[src/rtl/dev_irq_pkg.sv]
// Shared types and encodings for the device interrupt masking unit.
// Assumes: a single 64-bit access size code, every other code illegal.
package dev_irq_pkg;
    // Register kinds after index decode.
    typedef enum logic [1:0] {
        KIND_MASK     = 2'd0,
        KIND_FILTERED = 2'd1,
        KIND_RAW      = 2'd2,
        KIND_NONE     = 2'd3
    } reg_kind_e;

    // Access size codes; only the full-width code is accepted.
    localparam logic [1:0] SIZE_FULL = 2'd3;
    // Byte offset to register index shift.
    localparam int REG_SHIFT = 6;
endpackage

[src/rtl/req_capture.sv]
// Raw request register: samples the device request vector every cycle.
// Assumes: dev_req is synchronous to clk.
module req_capture #(
    parameter int DATA_W = 64
) (
    input  logic              clk,
    input  logic              rst_n,
    input  logic [DATA_W-1:0] dev_req,
    output logic [DATA_W-1:0] req_q
);
    // Capture the raw vector; reset clears it.
    always_ff @(posedge clk) begin
        if (!rst_n) req_q <= '0;
        else        req_q <= dev_req;
    end
endmodule

[src/rtl/access_decode.sv]
// Decodes one register access into a mask write strobe, a read selection
// and an error flag. Assumes the index is the address shifted by REG_SHIFT.
module access_decode
    import dev_irq_pkg::*;
#(
    parameter int NUM_CPU = 4,
    parameter int ADDR_W  = 12
) (
    input  logic                  clk,
    input  logic                  rst_n,
    input  logic                  acc_valid,
    input  logic                  acc_write,
    input  logic [ADDR_W-1:0]     acc_addr,
    input  logic [1:0]            acc_size,
    output logic [NUM_CPU-1:0]    mask_we,
    output logic                  rd_en,
    output reg_kind_e             rd_kind,
    output logic [$clog2(NUM_CPU > 1 ? NUM_CPU : 2)-1:0] rd_sel,
    output logic                  bad
);
    localparam int CPU_W = $clog2(NUM_CPU > 1 ? NUM_CPU : 2);
    localparam int IDX_W = ADDR_W - REG_SHIFT;

    logic [31:0]     idx_u;
    logic [31:0]     filt_off;
    logic            size_ok;
    reg_kind_e       kind;
    logic [CPU_W-1:0] sel;
    logic [REG_SHIFT-1:0] addr_low_unused;

    assign addr_low_unused = acc_addr[REG_SHIFT-1:0];
    assign idx_u    = {{(32-IDX_W){1'b0}}, acc_addr[ADDR_W-1:REG_SHIFT]};
    assign filt_off = idx_u - 32'(NUM_CPU);
    assign size_ok  = (acc_size == SIZE_FULL);

    // Classify the index into a register kind and a CPU number.
    always_comb begin
        kind = KIND_NONE;
        sel  = '0;
        if (idx_u < 32'(NUM_CPU)) begin
            kind = KIND_MASK;
            sel  = idx_u[CPU_W-1:0];
        end else if (idx_u < 32'(2*NUM_CPU)) begin
            kind = KIND_FILTERED;
            sel  = filt_off[CPU_W-1:0];
        end else if (idx_u == 32'(2*NUM_CPU)) begin
            kind = KIND_RAW;
        end
    end

    // Resolve legality, write strobes and read enable.
    always_comb begin
        mask_we = '0;
        rd_en   = 1'b0;
        bad     = 1'b0;
        if (acc_valid) begin
            if (!size_ok || kind == KIND_NONE) begin
                bad = 1'b1;
            end else if (acc_write) begin
                if (kind == KIND_MASK) mask_we[sel] = 1'b1;
                else                   bad = 1'b1;
            end else begin
                rd_en = 1'b1;
            end
        end
    end

    assign rd_kind = kind;
    assign rd_sel  = sel;

    AST_WE_ONEHOT: assert property (@(posedge clk) disable iff (!rst_n)
        $onehot0(mask_we));
    AST_NO_WE_BAD_SIZE: assert property (@(posedge clk) disable iff (!rst_n)
        (acc_valid && !size_ok) |-> (mask_we == '0));
endmodule

[src/rtl/mask_bank.sv]
// Per-CPU mask registers and filtered request registers, with one interrupt
// line per CPU. The filtered copy is built from the next mask and the
// incoming raw vector so it always matches the registered pair.
module mask_bank #(
    parameter int NUM_CPU = 4,
    parameter int DATA_W  = 64
) (
    input  logic                             clk,
    input  logic                             rst_n,
    input  logic [NUM_CPU-1:0]               mask_we,
    input  logic [DATA_W-1:0]                wdata,
    input  logic [DATA_W-1:0]                dev_req,
    output logic [NUM_CPU-1:0][DATA_W-1:0]   mask_q,
    output logic [NUM_CPU-1:0][DATA_W-1:0]   filt_q,
    output logic [NUM_CPU-1:0]               irq
);
    for (genvar g = 0; g < NUM_CPU; g++) begin : g_cpu
        logic [DATA_W-1:0] mask_nxt;

        // Select the value the mask holds after this edge.
        assign mask_nxt = mask_we[g] ? wdata : mask_q[g];

        // Hold the mask and the filtered request for this CPU.
        always_ff @(posedge clk) begin
            if (!rst_n) begin
                mask_q[g] <= '0;
                filt_q[g] <= '0;
            end else begin
                mask_q[g] <= mask_nxt;
                filt_q[g] <= mask_nxt & dev_req;
            end
        end

        // Interrupt line: any enabled request pending.
        assign irq[g] = |filt_q[g];

        AST_IRQ_RAISE: assert property (@(posedge clk) disable iff (!rst_n)
            (mask_we[g] && |(wdata & dev_req)) |=> irq[g]);
        AST_IRQ_DROP: assert property (@(posedge clk) disable iff (!rst_n)
            (mask_we[g] && wdata == '0) |=> !irq[g]);
        AST_MASK_HOLD: assert property (@(posedge clk) disable iff (!rst_n)
            !mask_we[g] |=> $stable(mask_q[g]));
    end
endmodule

[src/rtl/dev_irq_mask_unit.sv]
// Top of the device interrupt masking unit. Joins the raw request capture,
// the access decoder and the per-CPU mask bank, and registers the read data
// and error flag. Assumes one access per cycle, answered the next cycle.
module dev_irq_mask_unit
    import dev_irq_pkg::*;
#(
    parameter int NUM_CPU = 4,
    parameter int DATA_W  = 64,
    parameter int ADDR_W  = 12
) (
    input  logic               clk,
    input  logic               rst_n,
    input  logic [DATA_W-1:0]  dev_req,
    input  logic               acc_valid,
    input  logic               acc_write,
    input  logic [ADDR_W-1:0]  acc_addr,
    input  logic [1:0]         acc_size,
    input  logic [DATA_W-1:0]  acc_wdata,
    output logic [DATA_W-1:0]  acc_rdata,
    output logic               acc_err,
    output logic [NUM_CPU-1:0] cpu_irq
);
    localparam int CPU_W = $clog2(NUM_CPU > 1 ? NUM_CPU : 2);

    logic [DATA_W-1:0]              req_q;
    logic [NUM_CPU-1:0]             mask_we;
    logic                           rd_en;
    reg_kind_e                      rd_kind;
    logic [CPU_W-1:0]               rd_sel;
    logic                           bad;
    logic [NUM_CPU-1:0][DATA_W-1:0] mask_q;
    logic [NUM_CPU-1:0][DATA_W-1:0] filt_q;
    logic [DATA_W-1:0]              rd_mux;

    req_capture #(.DATA_W(DATA_W)) u_req (
        .clk(clk), .rst_n(rst_n), .dev_req(dev_req), .req_q(req_q)
    );

    access_decode #(.NUM_CPU(NUM_CPU), .ADDR_W(ADDR_W)) u_dec (
        .clk(clk), .rst_n(rst_n), .acc_valid(acc_valid), .acc_write(acc_write),
        .acc_addr(acc_addr), .acc_size(acc_size), .mask_we(mask_we),
        .rd_en(rd_en), .rd_kind(rd_kind), .rd_sel(rd_sel), .bad(bad)
    );

    mask_bank #(.NUM_CPU(NUM_CPU), .DATA_W(DATA_W)) u_bank (
        .clk(clk), .rst_n(rst_n), .mask_we(mask_we), .wdata(acc_wdata),
        .dev_req(dev_req), .mask_q(mask_q), .filt_q(filt_q), .irq(cpu_irq)
    );

    // Pick the register named by the decoded read.
    always_comb begin
        case (rd_kind)
            KIND_MASK:     rd_mux = mask_q[rd_sel];
            KIND_FILTERED: rd_mux = filt_q[rd_sel];
            KIND_RAW:      rd_mux = req_q;
            default:       rd_mux = '0;
        endcase
    end

    // Register the response to the current access.
    always_ff @(posedge clk) begin
        if (!rst_n) begin
            acc_rdata <= '0;
            acc_err   <= 1'b0;
        end else begin
            acc_rdata <= rd_en ? rd_mux : '0;
            acc_err   <= bad;
        end
    end

    for (genvar g = 0; g < NUM_CPU; g++) begin : g_chk
        AST_FILT_TRACKS: assert property (@(posedge clk) disable iff (!rst_n)
            filt_q[g] == (mask_q[g] & req_q));
    end

    AST_ERR_NEEDS_ACCESS: assert property (@(posedge clk) disable iff (!rst_n)
        acc_err |-> $past(acc_valid));
    AST_BAD_SIZE_ERR: assert property (@(posedge clk) disable iff (!rst_n)
        (acc_valid && acc_size != SIZE_FULL) |=> acc_err);
    AST_RO_WRITE_ERR: assert property (@(posedge clk) disable iff (!rst_n)
        (acc_valid && acc_write && acc_addr[ADDR_W-1:REG_SHIFT] >= (ADDR_W-REG_SHIFT)'(NUM_CPU))
        |=> acc_err);
endmodule

[config.mk]
export PLATFORM = sky130hd
export DESIGN_NAME = dev_irq_mask_unit
export DESIGN_NICKNAME = d
export VERILOG_FILES = /design/src/rtl/dev_irq_pkg.sv /design/src/rtl/req_capture.sv /design/src/rtl/access_decode.sv /design/src/rtl/mask_bank.sv /design/src/rtl/dev_irq_mask_unit.sv
export SDC_FILE = /design/constraint.sdc
export NUM_CORES = 1
export LEC_CHECK = 0
export BUFFER_PORTS_ARGS = -buffer_cell sky130_fd_sc_hd__clkbuf_2
export CAP_MARGIN = 20
export CORE_ASPECT_RATIO = 1.2
export CORE_MARGIN = 2
export CORE_UTILIZATION = 58
export CTS_BUF_LIST = sky130_fd_sc_hd__clkbuf_16
export DETAILED_ROUTE_END_ITERATION = 10
export HOLD_SLACK_MARGIN = 0.15
export PLACE_DENSITY = 0.82
export SYNTH_ARGS = -nofsm -noshare
export SYNTH_HDL_FRONTEND = slang
export SYNTH_SLANG_ARGS = --single-unit
[constraint.sdc]
create_clock -name clk -period 1.7 [get_ports clk]
set_input_delay 0.085 -clock clk [delete_from_list [all_inputs] [get_ports clk]]
set_output_delay 0.085 -clock clk [all_outputs]
set_load 0.005 [all_outputs]
== Word level (Yosys, flattened, before mapping) ==
Cells that the tools add are included.

* Register bits after elaboration: 641
* Output and inout port bits: 69
* Logic and storage cells: 61

* $add $sub $neg: 1
* Magnitude comparators: 4
* Equality and inequality tests: 5
* Mux-type cells: 26
* Bitwise logic cells: 4
* Reduce and logical (&&, ||, !) cells: 10

{| class="wikitable"
|+ Operators by type and width
! cell !! count
|-
| 2-to-1 mux 64 bit || 6
|-
| bitwise AND 64 bit || 4
|-
| binary-select mux 64 bit (select 2 bit) || 2
|-
| OR reduction 64 bit || 4
|-
| case mux 64 bit (3 select lines) || 1
|-
| 2-to-1 mux 4 bit || 4
|-
| 2-to-1 mux 1 bit || 8
|-
| 2-to-1 mux 2 bit || 4
|-
| equality test 2 bit, second input constant || 3
|-
| equality test 6 x 4 -> 1 bit, second input constant || 1
|-
| < comparator 6 x 3 -> 1 bit, second input constant || 1
|-
| < comparator 6 x 4 -> 1 bit, second input constant || 1
|-
| AND reduction 2 bit || 2
|-
| < comparator 2 x 3 -> 1 bit, second input constant || 1
|-
| demux 1 bit (select 2 bit) || 1
|-
| equality test 2 x 1 -> 1 bit, second input constant || 1
|-
| >= comparator 2 x 1 -> 1 bit, second input constant || 1
|-
| zero test 2 bit || 1
|-
| subtractor 2 x 1 -> 2 bit, second input constant || 1
|-
| logical AND 1 bit || 1
|-
| zero test 1 bit || 1
|-
| logical OR 1 bit || 1
|}

== Longest topological paths before layout ==
* Depth after elaboration: 13
* Mapped depth: 7

== Hierarchy ==
From an unflattened synthesis, not the netlist that was laid out.

* Cells, all modules: 2157
* Area, all modules: 24801.3 µm²

{| class="wikitable"
|+ Modules (own cells, without submodules)
! module !! times used !! cells an instance !! area an instance (µm²) !! sequential area each (µm²)
|-
| mask_bank || 1 || 1420 || 16935.0 || 10249.8
|-
| dev_irq_mask_unit || 1 || 581 || 5930.7 || 1301.2
|-
| req_capture || 1 || 134 || 1791.7 || 1281.2
|-
| access_decode || 1 || 22 || 143.9 || 0.0
|}

== Worst setup path before layout ==
No wires, ideal clock.

* Kind: input -> register
* Start: input acc_addr[6]
* End: register acc_rdata[25]
* Library setup time: 0.121 ns
* Data arrival time: 1.407 ns
* Required time: 1.579 ns
* Path slack: 0.172 ns
* Stages: 6
* Buffers on the path: 3
* Cells stage by stage: buf_2 -> clkbuf_1 -> clkbuf_1 -> mux4_2 -> a22oi_1 -> o21ai_2

* Longest elaborated chain between the ends: 9
* Elaborated cells between the ends (all ways): 22

{| class="wikitable"
|+ RTL lines
! what !! line !! source
|-
| start: declaration || dev_irq_mask_unit.sv:16 || <nowiki>input logic [ADDR_W-1:0] acc_addr,</nowiki>
|-
| parallel branches: the longest is 9 deep, another holds < comparator 6 x 4 -> 1 bit || -- ||
|-
| end signal: assignment || dev_irq_mask_unit.sv:66 || <nowiki>acc_rdata <= rd_en ? rd_mux : '0;</nowiki>
|-
| end: declaration || dev_irq_mask_unit.sv:19 || <nowiki>output logic [DATA_W-1:0] acc_rdata,</nowiki>
|}

Parallel ways; which one is timed is not known. The select of a mux whose other input is x is not followed.
A chain may end at the register's enable or synchronous reset.

== Final worst setup path ==
* Start: register u_bank.filt_q[155] in the netlist's numbering
* End: output cpu_irq[2]

* Longest elaborated chain between the ends: 1

{| class="wikitable"
|+ RTL lines
! what !! line !! source
|-
| start: declaration || mask_bank.sv:14 || <nowiki>output logic [NUM_CPU-1:0][DATA_W-1:0] filt_q,</nowiki>
|-
| start signal: indexed assignment || mask_bank.sv:30 || <nowiki>filt_q[g] <= mask_nxt & dev_req;</nowiki>
|-
| OR reduction 64 bit || mask_bank.sv:35 || <nowiki>assign irq[g] = |filt_q[g];</nowiki>
|-
| end: declaration || dev_irq_mask_unit.sv:21 || <nowiki>output logic [NUM_CPU-1:0] cpu_irq</nowiki>
|}

Every way passes these cells.

==> run summary <==
Status = finished with violations
Failing checks = setup timing
Initial antenna violation count = 7
DRC errors left = 0
Die width = 193 µm
Int Power = 0.0229 W
Hold Path Stages = 4
Rows = 83
Pwr Density = 965 mW/mm²
Dpl ws = -0.171 ns
Htree depth = 2
Total CTS buffers = 60
Max transition margin = 55.4%
Min-Delay Path Class = input pin to flip-flop
P_sw = 0.00691 W
Initial Utilization = 58.4%
Yosys top cell area share = 51.6%
First-pass GRT wire length = 123000 µm
Worst skew pair latency = 0.64 ns
CP endpoint kind = output pin
CTS clk-pin slew, worst paths = 0.06 ns
Worst-path cell chain = nor4_2, nand4_1, or4_4, clkbuf_2
CORE AREA = 0.0426 mm²
Top Family by Delay on Critical Path = simple AND/OR/NAND/NOR gates
Routed wire per std cell = 23.7 µm
Register area share after synthesis = 51.6%
Number of hold violations in the final report = 0
Final critical-path share of the clock period = 144%
Top cells by area, synth = dfxtp_1 52%, mux2i_1 15%, nor2b_1 6.4%, nor2_1 5.1%, o211ai_1 3.2%
Combinational group share of total power = 5.9%
Crit-path max cell delay = 0.52 ns
Initial DRT Pass Iterations = 6
Hold EP = acc_rdata[14]$_SDFF_PN0_
Setup Viol. Count Final = 4
CP max-delay cell = or4_4
Distinct cell type count after synthesis = 38
Syn avg cell area = 9.86 µm²
Worst Reg-to-Reg Cells = 3
Yosys top cell by area = dfxtp_1
Power share of the clock group = 43.4%
Max-cap violations = 0
Final Util = 72.6%
Gpl congestion = 0.985
Peak supply drop = 1.08 mV
Synth warn = 0
Arr. time, crit path = 2.36 ns
HPWL after detailed placement = 56300 µm
CTS Buffer Depth = 3
Ys async rst share = 0%
Sink Count = 641
Final min period = 2.44 ns
RSZ-0062 raised after global routing = yes
Die Area = 0.0445 mm²
Crit path kind = flip-flop to output pin
Most instantiated library cell after synthesis = dfxtp_1
Critical Path Source Type = flip-flop
Tot GR Track Use = 36.4%
Setup WS post-layout = -0.743 ns
CTS tree = done
Congestion Overflow GR = 0
Fmax = 409 MHz
Top_reg_cell synth = dfxtp_1
Total Wirelength = 83000 µm
Antenna Violating Nets Remaining = 0
Crit-path max FO = 2
Clock Root Buffer = clkbuf_16
# nets final = 3049
WP data required = 1.62 ns
Reg2reg setup slack = 0.18 ns
Clock skew = 0.0174 ns
Share of cells above drive strength 1 = 17.5%
DR iter-0 viols = 2015
HP Start = acc_addr[7]
Number of synthesized register bits = 641
Buf/Inv on CP = 1
RR Startpoint = u_bank.filt_q[196]$_SDFF_PN0_
IO Pins = 215
Die height = 231 µm
Max Slew Vio Count = 0
DR vias/cell = 5.99
Area grow syn2layout = 24.4%
Mapped cell area = 0.0249 mm²
Input/output buffers = 208
Worst r2r dst = acc_rdata[4]$_SDFF_PN0_
Post-synth top cells = 641 x dfxtp_1, 362 x mux2i_1, 340 x nor2_1
Worst slew pin tran = 0.663 ns
Post-synth EDFFs = 0
Sequential share of power = 50.7%
Cells after Synth = 2522
Routed vias = 21000
Pleak = 13.6 nW
Pin count of the biggest net entering global routing = 177
Syn_nets = 2668
Vias in the first global route = 21300
Switching share of power = 23.2%
## power groups by stage
stage | Sequential, W | Combinational [W] | Clock [W]
floorplan | 0.0155 | 0.000787 | 0
global placement | 0.0155 | 0.00137 | 0
detailed placement | 0.0155 | 0.00141 | 0
CTS | 0.0151 | 0.00167 | 0.0130
global route | 0.0151 | 0.00185 | 0.0136
finish | 0.0151 | 0.00176 | 0.0130
## routing by layer
layer / wire length, µm / GRT usage (%)
met3: 7040 / 6.75
met4: 6860 / 26.7
met5: 39 / 0
met2: 38700 / 59.1
met1: 30400 / 42.9
## metrics by stage
stage / TNS [ns] / instance area (µm²) / cells / power (W) / hold slack [ns]
after floorplan: 0 / 24900 / 2522 / 0.0162 / 0.201
after global placement: -0.900 / 27400 / 3254 / 0.0168 / 0.355
after detailed placement: -1.72 / 27400 / 3254 / 0.0169 / 0.362
after CTS: -3.69 / 30800 / 3501 / 0.0298 / 0.152
after global routing: -2.93 / 30900 / 3509 / 0.0306 / 0.165
final: -2.83 / 30900 / 3509 / 0.0299 / 0.123
## cell type report
type                            count  area, µm²
Timing Repair Buffer              476       4030
Antenna cell                        3       7.51
Fill cell                        2914      11700
Clock inverter                     51        339
Tap cell                          552        691
Multi-Input combinational cell   1595      11000
Clock buffer                       62       1550
Sequential cell                   641      12800
Inverter                          129        484
## worst min-delay path, delay by kind of cell
| family | cells | cell delay [ns] |
|---|---|---|
| buf+inv | 2 | 0.37 |
| compound gates | 2 | 0.25 |
## cell usage in the layout, fill, tap and decap left out, types with 86 or more instances in the layout
cell,Yosys,routed
o211ai_1,105,105
dlygate4sd3_1,0,136
o21ai_0,86,86
clkbuf_2,0,206
nor2_1,340,340
nor2b_1,256,256
inv_1,129,140
mux2i_1,362,362
nand2_1,172,172
dfxtp_1,641,637
## timing repair
action	4_1_cts	5_1_grt
pin swaps	6	2
hold buffers	134	5
endpoints found under the hold margin	593	10
cloned	0	2
setup endpoints to repair	4	228
buffers inserted	0	0
resized for setup	28	19
## kinds of logic after synthesis
group	count (synthesis)	share of synthesized area [%]
AND/OR/NAND/NOR	869	17.1
flip-flops	641	51.6
multiplexers	384	16.6
AO/OA/AOI/OAI	342	9.47
buffers and inverters	286	5.22
## state kept, by name, summed over array words and instances, names as in the netlist
signal,cells
acc_err,1
acc_rdata,64
u_bank.filt_q,256
u_bank.mask_q,256
u_req.req_q,64
## worst max path at each step
stage,end,start,cells past startpoint,slack [ns]
after floorplan,acc_rdata[25]$_SDFF_PN0_,acc_addr[6],6,0.17
after global placement,acc_rdata[52]$_SDFF_PN0_,acc_addr[9],7,-0.12
after detailed placement,cpu_irq[2],u_bank.filt_q[155]$_SDFF_PN0_,4,-0.17
after CTS,cpu_irq[0],u_bank.filt_q[35]$_SDFF_PN0_,5,-0.68
after global routing,cpu_irq[0],u_bank.filt_q[35]$_SDFF_PN0_,5,-0.76
final,cpu_irq[2],u_bank.filt_q[155]$_SDFF_PN0_,4,-0.74
Power figures use the tool's default switching activity.
